**src/rtl/partial_store_sequencer.sv**
```systemverilog
module partial_store_sequencer #(
  parameter int ADDR_W = 32,
  parameter int REG_W  = 64
) (
  input  logic              clk,
  input  logic              rst_n,
  input  logic              req_valid,
  output logic              req_ready,
  input  logic              req_right,
  input  logic              req_dword,
  input  logic              req_big_endian,
  input  logic [ADDR_W-1:0] req_addr,
  input  logic [REG_W-1:0]  req_data,
  output logic              wr_valid,
  input  logic              wr_ready,
  output logic [ADDR_W-1:0] wr_addr,
  output logic [7:0]        wr_byte,
  output logic              done
);
  localparam int BYTES = REG_W / 8;
  localparam int IDX_W = $clog2(BYTES);
  localparam int CNT_W = IDX_W + 1;

  typedef enum logic [1:0] {S_IDLE, S_SEND, S_DONE} state_t;

  state_t             state;
  logic [IDX_W-1:0]   mask, idx, top_q, sel;
  logic [CNT_W-1:0]   nbytes, k, last_k;
  logic [REG_W-1:0]   data_q;
  logic               right_q, up_q;

  assign mask   = req_dword ? IDX_W'(BYTES - 1) : IDX_W'(BYTES / 2 - 1);
  assign idx    = (req_addr[IDX_W-1:0] & mask) ^ (req_big_endian ? '0 : mask);
  assign nbytes = req_right ? CNT_W'(idx) + CNT_W'(1)
                            : CNT_W'(mask) + CNT_W'(1) - CNT_W'(idx);

  assign req_ready = (state == S_IDLE);
  assign wr_valid  = (state == S_SEND);
  assign done      = (state == S_DONE);
  assign sel       = right_q ? k[IDX_W-1:0] : top_q - k[IDX_W-1:0];
  assign wr_byte   = data_q[8*sel +: 8];

  always_ff @(posedge clk) begin
    if (!rst_n) begin
      state   <= S_IDLE;
      wr_addr <= '0;
      k       <= '0;
      last_k  <= '0;
      data_q  <= '0;
      top_q   <= '0;
      right_q <= 1'b0;
      up_q    <= 1'b0;
    end else begin
      case (state)
        S_IDLE: if (req_valid) begin
          state   <= S_SEND;
          wr_addr <= req_addr;
          k       <= '0;
          last_k  <= nbytes - CNT_W'(1);
          data_q  <= req_data;
          top_q   <= mask;
          right_q <= req_right;
          up_q    <= req_right ^ req_big_endian;
        end
        S_SEND: if (wr_ready) begin
          wr_addr <= up_q ? wr_addr + ADDR_W'(1) : wr_addr - ADDR_W'(1);
          k       <= k + CNT_W'(1);
          if (k == last_k) state <= S_DONE;
        end
        default: state <= S_IDLE;
      endcase
    end
  end
endmodule


```
**config.mk**
```make
export PLATFORM = sky130hd
export DESIGN_NAME = partial_store_sequencer
export DESIGN_NICKNAME = d
export VERILOG_FILES = /design/src/rtl/partial_store_sequencer.sv
export SDC_FILE = /design/constraint.sdc
export NUM_CORES = 1
export LEC_CHECK = 0
export CAP_MARGIN = 20
export CELL_PAD_IN_SITES_DETAIL_PLACEMENT = 0
export CELL_PAD_IN_SITES_GLOBAL_PLACEMENT = 1
export CORE_ASPECT_RATIO = 0.8
export CORE_MARGIN = 2
export CORE_UTILIZATION = 41
export DETAILED_ROUTE_END_ITERATION = 12
export PLACE_DENSITY_LB_ADDON = 0.1
export SLEW_MARGIN = 10
export SYNTH_ARGS = -nofsm -noshare
export SYNTH_HDL_FRONTEND = slang
export SYNTH_SLANG_ARGS = --single-unit
```
**constraint.sdc**
```tcl
create_clock -name clk -period 7.35 [get_ports clk]
set_clock_uncertainty 0.1 [all_clocks]
set_input_delay 2.205 -clock clk [delete_from_list [all_inputs] [get_ports clk]]
set_output_delay 2.205 -clock clk [all_outputs]
set_load 0.05 [all_outputs]
```
After elaboration in Yosys (flattened, before gate mapping):

Cells that the tools add are included.
W data, S select, Z words.

* register bits: 111
* output and inout bits: 43
* word-level logic and storage cells: 46

* $add $sub $neg: 8
* equal/unequal tests: 6
* shift operators: 1
* muxes and demuxes: 15
* bitwise logic cells: 3
* reduce and logical (&&, ||, !) cells: 5

Operators by type and width (number)
* $mux W32: 3
* $pmux W32 S2: 1
* $shiftx A64 B7 Y8: 1
* $add A32 B1 Y32 const B: 1
* $sub A32 B1 Y32 const B: 1
* $mux W4: 3
* $mux W3: 3
* $add A3 B1 Y4 const B: 2
* $pmux W4 S2: 1
* $mux W2: 3
* $reduce_and A3 Y1: 2
* $add A4 B1 Y4 const B: 1
* $eq A4 B4 Y1: 1
* $ne A2 B1 Y1 const B: 2
* $pmux W2 S2: 1
* $sub A4 B1 Y4 const B: 1
* $sub A4 B3 Y4: 1
* $and A3 B3 Y3: 1
* $sub A3 B3 Y3: 1
* $xor A3 B3 Y3: 1
* $eq A2 B1 Y1 const B: 1
* $eq A2 B2 Y1 const B: 1
* $logic_not A2 Y1: 1
* $ne A2 B2 Y1 const B: 1
* 3 further kinds: 3

Depth between registers and ports, before layout:

Gate-level depths: netlist (run 1).

* depth in word-level cells: 6
* mapped depth: 11

Least setup slack after synthesis (run 1):

Ideal clock, no wire load.

* kind: register -> output
* from: register top_q[1]
* to: output port wr_byte[0]
* data arrival time: 2.601 ns
* data required time: 5.045 ns
* slack: 2.444 ns
* cell stages (with the launch flop): 7
* cell sequence: dfxtp_1 -> inv_1 -> ha_1 -> mux2i_1 -> buf_2 -> mux4_2 -> mux2_2

* cells in the longest elaborated chain, start to end: 3

RTL lines
* start: declaration: line 27 `logic [IDX_W-1:0] mask, idx, top_q, sel;`
* start signal: assignment: line 61 `top_q <= mask;`
* $sub A3 B3 Y3: line 40 `assign sel = right_q ? k[IDX_W-1:0] : top_q - k[IDX_W-1:0];`
* $mux W3: line 40
* $shiftx A64 B7 Y8: line 41 `assign wr_byte = data_q[8*sel +: 8];`
* end: declaration: line 17 `output logic [7:0] wr_byte,`

No other way between the ends.

Worst setup path after layout (run 1):

* from: register k[0]
* to: output port wr_byte[2]

* cells in the longest elaborated chain, start to end: 3

RTL lines
* start: declaration: line 28 `logic [CNT_W-1:0] nbytes, k, last_k;`
* start signal: assignment: line 67 `k <= k + CNT_W'(1);`
* $sub A3 B3 Y3: line 40
* $mux W3 *: line 40
* $shiftx A64 B7 Y8 *: line 41

Mark *: on every way between the ends. The rest lies on a longest branch, timed or not.

==> flow_summary.yaml, run 1 <==
status:
  status: "complete, no violations"
yosys:
  ys_types: 67
  yosysTopAreaCellShare: 0.328
  synth_top_flop_cell: "dfxtp_1"
  ys_ff_latch: 110
  syn_area_per_cell_um2: 8.08
  synth_edf_count: 0
  yosys-top-cells-count: "nand2_1, a21oi_1, dfxtp_1, nor2_1, clkbuf_1"
  synth_nets: 970
  yosysTopAreaCell: "dfxtp_1"
  synth_warnings: 0
  syn_inst: 831
  async_flop_share: 0
  synthesis.area_mm2: 0.00671
  ys_seq_area_frac: 0.328
  synth_most_common_cell: "nand2_1"
  synthTopCellsByArea: "dfxtp_1, nand2_1, a21oi_1"
setup_path:
  worst_setup_path_end_kind: "output port"
  crit_path_start_kind: "flop"
  path_cells: "ha_1 -> inv_1 -> fa_1 -> mux2i_2 -> mux4_2 -> mux2_2 -> clkdlybuf4s50_1"
  critPathBufInv: 2
  required_ps: 5050
  crit_family: "multiplexers"
  cp_max_fo: 16
  cp_slowest_stage_delay_ps: 820
  critical-path-slowest-cell: "mux2i_2"
  worstPathArrival_ps: 3800
  crit_type: "flop to output port"
finish:
  layout.nets: 1081
  layout-drive-gt1-share: 0.0697
  area_growth_pct: 27.0
  diodes: 0
global_routing:
  grt_max_degree: 82
  antenna_found_initial: 0
  grt-ovfl-total: 0
  grt_pass1_vias: 6179
  grt_pass1_wl_um: 32200
  grt.total_usage: 0.229
place:
  place_hpwl_um: 14600
  io_buffers: 145
  gp_congestion: 0.860
clock_tree:
  h-tree-depth: 3
  numCtsBuffers: 9
  clk_latency_ps: 360
  clk_pin_slew_ps: 80
  cts_tree: "done"
  post-cts-setup-buffer-count: 0
  clock_path_buffers: 2
  cts_num_sinks: 110
  ctsResizeCount: 0
  holdBufCountCts: 0
  root_buffer: "clkbuf_16"
timing:
  max_freq_mhz: 164
  slew_headroom: 0.288
  slew_violations: 0
  tns_ps: 0
  tightest_slew_ps: 1050
  hold_violations: 0
  fin_crit_sh: 0.831
  min_period_ps: 6110
  rsz0062_at_grt: "no"
  setup_violations: 0
min_path:
  min_path_type: "flop to flop"
power_and_ir_drop:
  powerDensity_mw_per_mm2: 252
  p_leak_nw: 3.35
  ir_drop_mv: 0.114
  totalPowerFinal_mw: 2.15
die:
  die_area_mm2: 0.0174
  die_w_um: 147
  start_util: 0.422
  rows: 41
  fp.dieH_um: 118
  core_mm2: 0.0159
  ios: 146
drt:
  routed_wl_um: 20000
  drtAntennaViolNets: 0
  viasPerCell: 5.56
  num_vias: 6461
  wire_per_inst_um: 17.2
  drc: 0
  drt_iter0_drc: 511
  first_pass_iters: 5
flow_run:
  maxCapViolCount: 0
state kept, by name, summed over array words and instances, names as in the netlist:
signal	flops
state	2
up_q	1
wr_addr	32
top_q	2
data_q	64
last_k	4
right_q	1
k	4
kinds of logic (layout without fill, tap and decap cells):
family | Yosys count | in the layout | share of synthesized area
flops | 110 | 110 | 0.328
xor+xnor | 34 | 34 | 0.0444
buf+inv | 77 | 193 | 0.0572
simple gates | 292 | 292 | 0.188
fa+ha+maj | 36 | 36 | 0.0694
compound gates | 243 | 243 | 0.223
mux | 39 | 39 | 0.0897
per-layer routing:
| metal | global-route usage | vias up | part of all wire |
|---|---|---|---|
| li1 | - | 3171 | - |
| met1 | 0.349 | 3048 | 0.51 |
| met2 | 0.331 | 227 | 0.41 |
| met3 | 0.0436 | 15 | 0.063 |
| met4 | 0.0535 | 0 | 0.0094 |
| met5 | 0 | - | 0 |
through the flow:
stage	utilization	hold slack [ps]	instance area, um2	worst slack, ps	cells
floorplan	-	333	6710	2440	831
global placement	0.516	344	8210	1820	1145
detailed placement	0.516	348	8210	1660	1145
CTS	0.534	359	8490	1250	1161
global route	0.536	385	8520	1130	1162
finish	0.536	355	8520	1240	1162
final cells by class:
class | count | area (um2)
Sequential cell | 110 | 2200
Timing Repair Buffer | 152 | 1520
Fill cell | 1569 | 7380
Inverter | 25 | 93.8
Tap cell | 215 | 269
Multi-Input combinational cell | 644 | 4150
Clock buffer | 10 | 229
Clock inverter | 6 | 57.6
placed cells by master (no fill, tap or decap), types with 16 or more instances in the layout:
cell / n
dfxtp_1: 110
nor2_1: 49
a21o_1: 16
mux4_2: 16
ha_1: 34
xor2_1: 16
clkdlybuf4s50_1: 145
nand2_1: 176
o21ai_0: 34
a21oi_1: 127
xnor2_1: 18
inv_1: 23
tightest hold or removal path, stage by stage (launching register included):
cell	delay, ps
dfxtp_1	310
nand2_1	50
a21oi_1	50
final timing paths:
path | start | to | slack (ps) | depth (start not counted)
max reg2reg | state[1] | wr_addr[31] | 3050 | 10
min | data_q[7] | data_q[7] | 360 | 2
max | k[0] | wr_byte[2] | 1240 | 7
min reg2reg | data_q[7] | data_q[7] | 360 | 2
power breakdown:
| part | internal [mW] | total (mW) | switching (mW) |
|---|---|---|---|
| clock network | 0.241 | 0.490 | 0.249 |
| registers | 0.651 | 0.702 | 0.0516 |
| logic | 0.398 | 0.955 | 0.557 |
| total | 1.29 | 2.15 | 0.857 |
No activity file was read; power rests on OpenSTA's default activity.
==> run 2, diff against run 1 <==
--- a/config.mk
+++ b/config.mk
@@ -10,7 +10,7 @@
 export CELL_PAD_IN_SITES_GLOBAL_PLACEMENT = 1
 export CORE_ASPECT_RATIO = 0.8
 export CORE_MARGIN = 2
-export CORE_UTILIZATION = 41
+export CORE_UTILIZATION = 38
 export DETAILED_ROUTE_END_ITERATION = 12
 export PLACE_DENSITY_LB_ADDON = 0.1
 export SLEW_MARGIN = 10
==> constraint.sdc (replaced) <==
create_clock -name clk -period 6.3 [get_ports clk]
set_clock_uncertainty 0.1 [all_clocks]
set_input_delay 1.89 -clock clk [delete_from_list [all_inputs] [get_ports clk]]
set_output_delay 1.89 -clock clk [all_outputs]
set_load 0.05 [all_outputs]
==> flow_summary.yaml, run 2 (synthesis gave the netlist of run 1 again) <==
power_and_ir_drop:
  powerDensity_mw_per_mm2: 292
  p_leak_nw: 3.36
  ir_drop_mv: 0.127
  totalPowerFinal_mw: 2.50
global_routing:
  grt.total_usage: 0.213
  antenna_found_initial: 0
  grt_pass1_vias: 6028
  grt_max_degree: 82
  grt-ovfl-total: 0
  grt_pass1_wl_um: 32100
clock_tree:
  cts_tree: "done"
  ctsResizeCount: 0
  clock_path_buffers: 2
  cts_num_sinks: 110
  clk_pin_slew_ps: 80
  clk_latency_ps: 370
  holdBufCountCts: 0
  root_buffer: "clkbuf_16"
  h-tree-depth: 3
  numCtsBuffers: 9
  post-cts-setup-buffer-count: 0
die:
  start_util: 0.387
  fp.dieH_um: 123
  rows: 43
  ios: 146
  die_area_mm2: 0.0187
  die_w_um: 153
  core_mm2: 0.0173
status:
  status: "complete, no violations"
setup_path:
  crit_type: "flop to output port"
  crit_path_start_kind: "flop"
  cp_max_fo: 16
  required_ps: 4310
  worst_setup_path_end_kind: "output port"
  worstPathArrival_ps: 3750
drt:
  wire_per_inst_um: 17.0
  met1Wirelength_um: 10400
  drtAntennaViolNets: 0
  first_pass_iters: 5
  viasPerCell: 5.41
  wl_met3_um: 1350
  drt_iter0_drc: 467
  routed_wl_um: 20000
  top_layer_used: "met4"
  num_vias: 6347
  drc: 0
  met2_length_um: 8150
timing:
  setup_violations: 0
  min_period_ps: 5740
  tightest_slew_ps: 1020
  slew_headroom: 0.306
  slew_violations: 0
  fin_crit_sh: 0.912
  hold_violations: 0
  max_freq_mhz: 174
  tns_ps: 0
  rsz0062_at_grt: "no"
place:
  io_buffers: 145
  place_hpwl_um: 14600
  gp_congestion: 0.874
finish:
  reg.largest.list: "data_q (64), wr_addr (32)"
  largest_reg_flops: 64
  final_cell_mix: "nand2_1, clkdlybuf4s50_1, a21oi_1, dfxtp_1, nor2_1"
  layout-drive-gt1-share: 0.0727
  layout.nets: 1084
  final_common_cell: "nand2_1"
  area_growth_pct: 27.3
  top_register: "data_q"
  diodes: 0
flow_run:
  maxCapViolCount: 0
min_path:
  min_path_type: "flop to flop"
## run 2: worst paths after layout
kind	from	to	slack (ps)	cells after the start
hold reg to reg	data_q[29]	data_q[29]	360	2
setup reg to reg	up_q	wr_addr[31]	2380	11
hold / removal	data_q[29]	data_q[29]	360	2
setup / recovery	k[0]	wr_byte[4]	560	7
## run 2: cell type report
cell class / instances / area, um2
multi-input combinational: 644 / 4150
clock buffer: 9 / 225
tap: 225 / 282
sequential: 110 / 2200
clock inverter: 6 / 53.8
inverter: 25 / 93.8
timing repair buffer: 155 / 1540
fill: 1700 / 8780
## run 2: report_power, final
part	internal, mW	leakage [nW]	total [mW]	switching, mW
registers	0.759	0.905	0.819	0.0601
clock network	0.275	0.135	0.569	0.294
logic	0.464	2.32	1.11	0.646
total	1.50	3.36	2.50	1.00
## run 2: metal layers
metal  GRT usage  up-vias
li1            -     3168
met3      0.0569       11
met1       0.323     2985
met4      0.0359        0
met5           0        -
met2       0.304      183
## run 2: stage by stage
| stage | cell area, um2 | util | hold slack (ps) | std cells | setup WS [ps] |
|---|---|---|---|---|---|
| after global placement | 8240 | 0.476 | 345 | 1158 | 1100 |
| final | 8540 | 0.493 | 361 | 1174 | 555 |
| after floorplan | 6710 | - | 333 | 831 | 1710 |
| after global routing | 8540 | 0.493 | 376 | 1174 | 376 |
| after CTS | 8520 | 0.492 | 357 | 1173 | 526 |
| after detailed placement | 8240 | 0.476 | 345 | 1158 | 938 |
## run 2: worst max-delay path, cell delays in order (launching register included)
cell             delay [ps]
dfxtp_1                 470
ha_1                    200
inv_1                    50
fa_1                    440
mux2i_2                 800
mux4_2                  440
mux2_2                  280
clkdlybuf4s50_1         710
==> run 3, diff against run 2 <==
--- a/config.mk
+++ b/config.mk
@@ -9,8 +9,9 @@
 export CELL_PAD_IN_SITES_DETAIL_PLACEMENT = 0
 export CELL_PAD_IN_SITES_GLOBAL_PLACEMENT = 1
 export CORE_ASPECT_RATIO = 0.8
-export CORE_MARGIN = 2
+export CORE_MARGIN = 1.5
 export CORE_UTILIZATION = 38
+export CTS_CLUSTER_DIAMETER = 150
 export DETAILED_ROUTE_END_ITERATION = 12
 export PLACE_DENSITY_LB_ADDON = 0.1
 export SLEW_MARGIN = 10
==> flow_summary.yaml, run 3 (synthesis gave the netlist of run 1 again) <==
finish:
  largest_reg_flops: 64
  area_growth_pct: 27.0
  layout-drive-gt1-share: 0.0717
  reg.largest.list: "data_q (64), wr_addr (32)"
  fin_util: 0.492
  layout.cells.non_filler: 1173
  final_cell_mix: "nand2_1, clkdlybuf4s50_1, a21oi_1, dfxtp_1, nor2_1"
  layout.nets: 1083
  diodes: 0
  final_cell_area_mm2: 0.00852
  final_common_cell: "nand2_1"
  top_register: "data_q"
timing:
  hold_violations: 0
  fin_crit_sh: 0.916
  slew_violations: 0
  rsz0062_at_grt: "no"
  tns_ps: 0
  min_period_ps: 5770
  slew_headroom: 0.301
  setup_violations: 0
  max_freq_mhz: 173
  tightest_slew_ps: 1030
clock_tree:
  clock_path_buffers: 2
  clk_latency_ps: 360
  holdBufCountCts: 0
  numCtsBuffers: 9
  clk_pin_slew_ps: 80
  root_buffer: "clkbuf_16"
  cts_tree: "done"
  cts_num_sinks: 110
  h-tree-depth: 3
  post-cts-setup-buffer-count: 0
  ctsResizeCount: 0
die:
  rows: 43
  ios: 146
  fp.dieH_um: 122
  start_util: 0.387
  die_w_um: 152
  die_area_mm2: 0.0185
  core_mm2: 0.0173
global_routing:
  grt.total_usage: 0.221
  grt-ovfl-total: 0
  grt_pass1_wl_um: 31600
  grt_max_degree: 82
  antenna_found_initial: 0
  grt_pass1_vias: 5965
drt:
  first_pass_iters: 5
  drt_iter0_drc: 409
  viasPerCell: 5.41
  routed_wl_um: 20100
  drc: 0
  num_vias: 6343
  drtAntennaViolNets: 0
  wire_per_inst_um: 17.2
setup_path:
  crit_family: "multiplexers"
  required_ps: 4310
  cp_max_fo: 16
  crit_path_start_kind: "flop"
  crit_type: "flop to output port"
  critPathBufInv: 2
  critical-path-slowest-cell: "mux2i_2"
  cp_slowest_stage_delay_ps: 810
  worstPathArrival_ps: 3780
  cp-startpoint: "k[0]"
  path_cells: "ha_1 -> inv_1 -> fa_1 -> mux2i_2 -> mux4_2 -> mux2_2 -> clkdlybuf4s50_1"
  worst_setup_path_end_kind: "output port"
  timing.rr.start: "up_q"
min_path:
  min_path_type: "flop to flop"
  hp-start: "data_q[32]"
place:
  place_hpwl_um: 14600
  io_buffers: 145
  post-place-cells: 1158
  dpl_cell_area_mm2: 0.00824
  gp_congestion: 0.863
power_and_ir_drop:
  p_leak_nw: 3.35
  swShare: 0.400
  clkPwrFrac: 0.226
  p_sw_uw: 997
  ir_drop_mv: 0.136
  powerDensity_mw_per_mm2: 293
  comb_power_share: 0.446
  p_int_mw: 1.50
  seq_power_share: 0.328
flow_run:
  maxCapViolCount: 0
status:
  status: "complete, no violations"
run 3: changes by cell type in the layout (fill, tap and decap cells not counted):
cell	previous run	this run
clkinv_4	1	2
inv_8	1	2
inv_6	3	1
buf_12	1	0
run 3: power groups by stage:
stage | clock (mW) | combinational, mW | sequential [mW]
finish | 0.564 | 1.11 | 0.819
global route | 0.608 | 1.22 | 0.827
CTS | 0.583 | 1.11 | 0.818
detailed placement | 0 | 1.10 | 0.834
global placement | 0 | 1.09 | 0.836
floorplan | 0 | 0.728 | 0.914
run 3: worst min-delay path, stage by stage, from the launching register on:
cell     delay (ps)
dfxtp_1         310
nand2_1          50
a21oi_1          50
run 3: cell type report:
class | instances | area, um2
flip-flops and latches | 110 | 2200
multi-input cells | 644 | 4150
clock buffers | 9 | 225
clock inverters | 6 | 56.3
repair buffers | 154 | 1520
fillers | 1659 | 8800
well taps | 225 | 282
inverters | 25 | 93.8
run 3: path summary, 6_finish.rpt:
check	endpoint	slack, ps	cells past startpoint
max reg2reg	wr_addr[31]	2560	11
min	data_q[32]	360	2
min reg2reg	data_q[32]	360	2
max	wr_byte[0]	530	7
run 3: stage by stage:
step | setup WS [ps] | hold slack, ps | power [mW]
detailed placement | 897 | 349 | 1.94
floorplan | 1710 | 333 | 1.64
finish | 529 | 358 | 2.49
global route | 394 | 383 | 2.66
global placement | 1100 | 346 | 1.93
CTS | 500 | 359 | 2.51
run 3: per-layer routing:
layer,track usage,vias up,share of wire
met5,0,-,0
met4,0.0505,0,0.011
met3,0.0390,16,0.052
met2,0.311,181,0.40
met1,0.345,2966,0.54
li1,-,3180,-
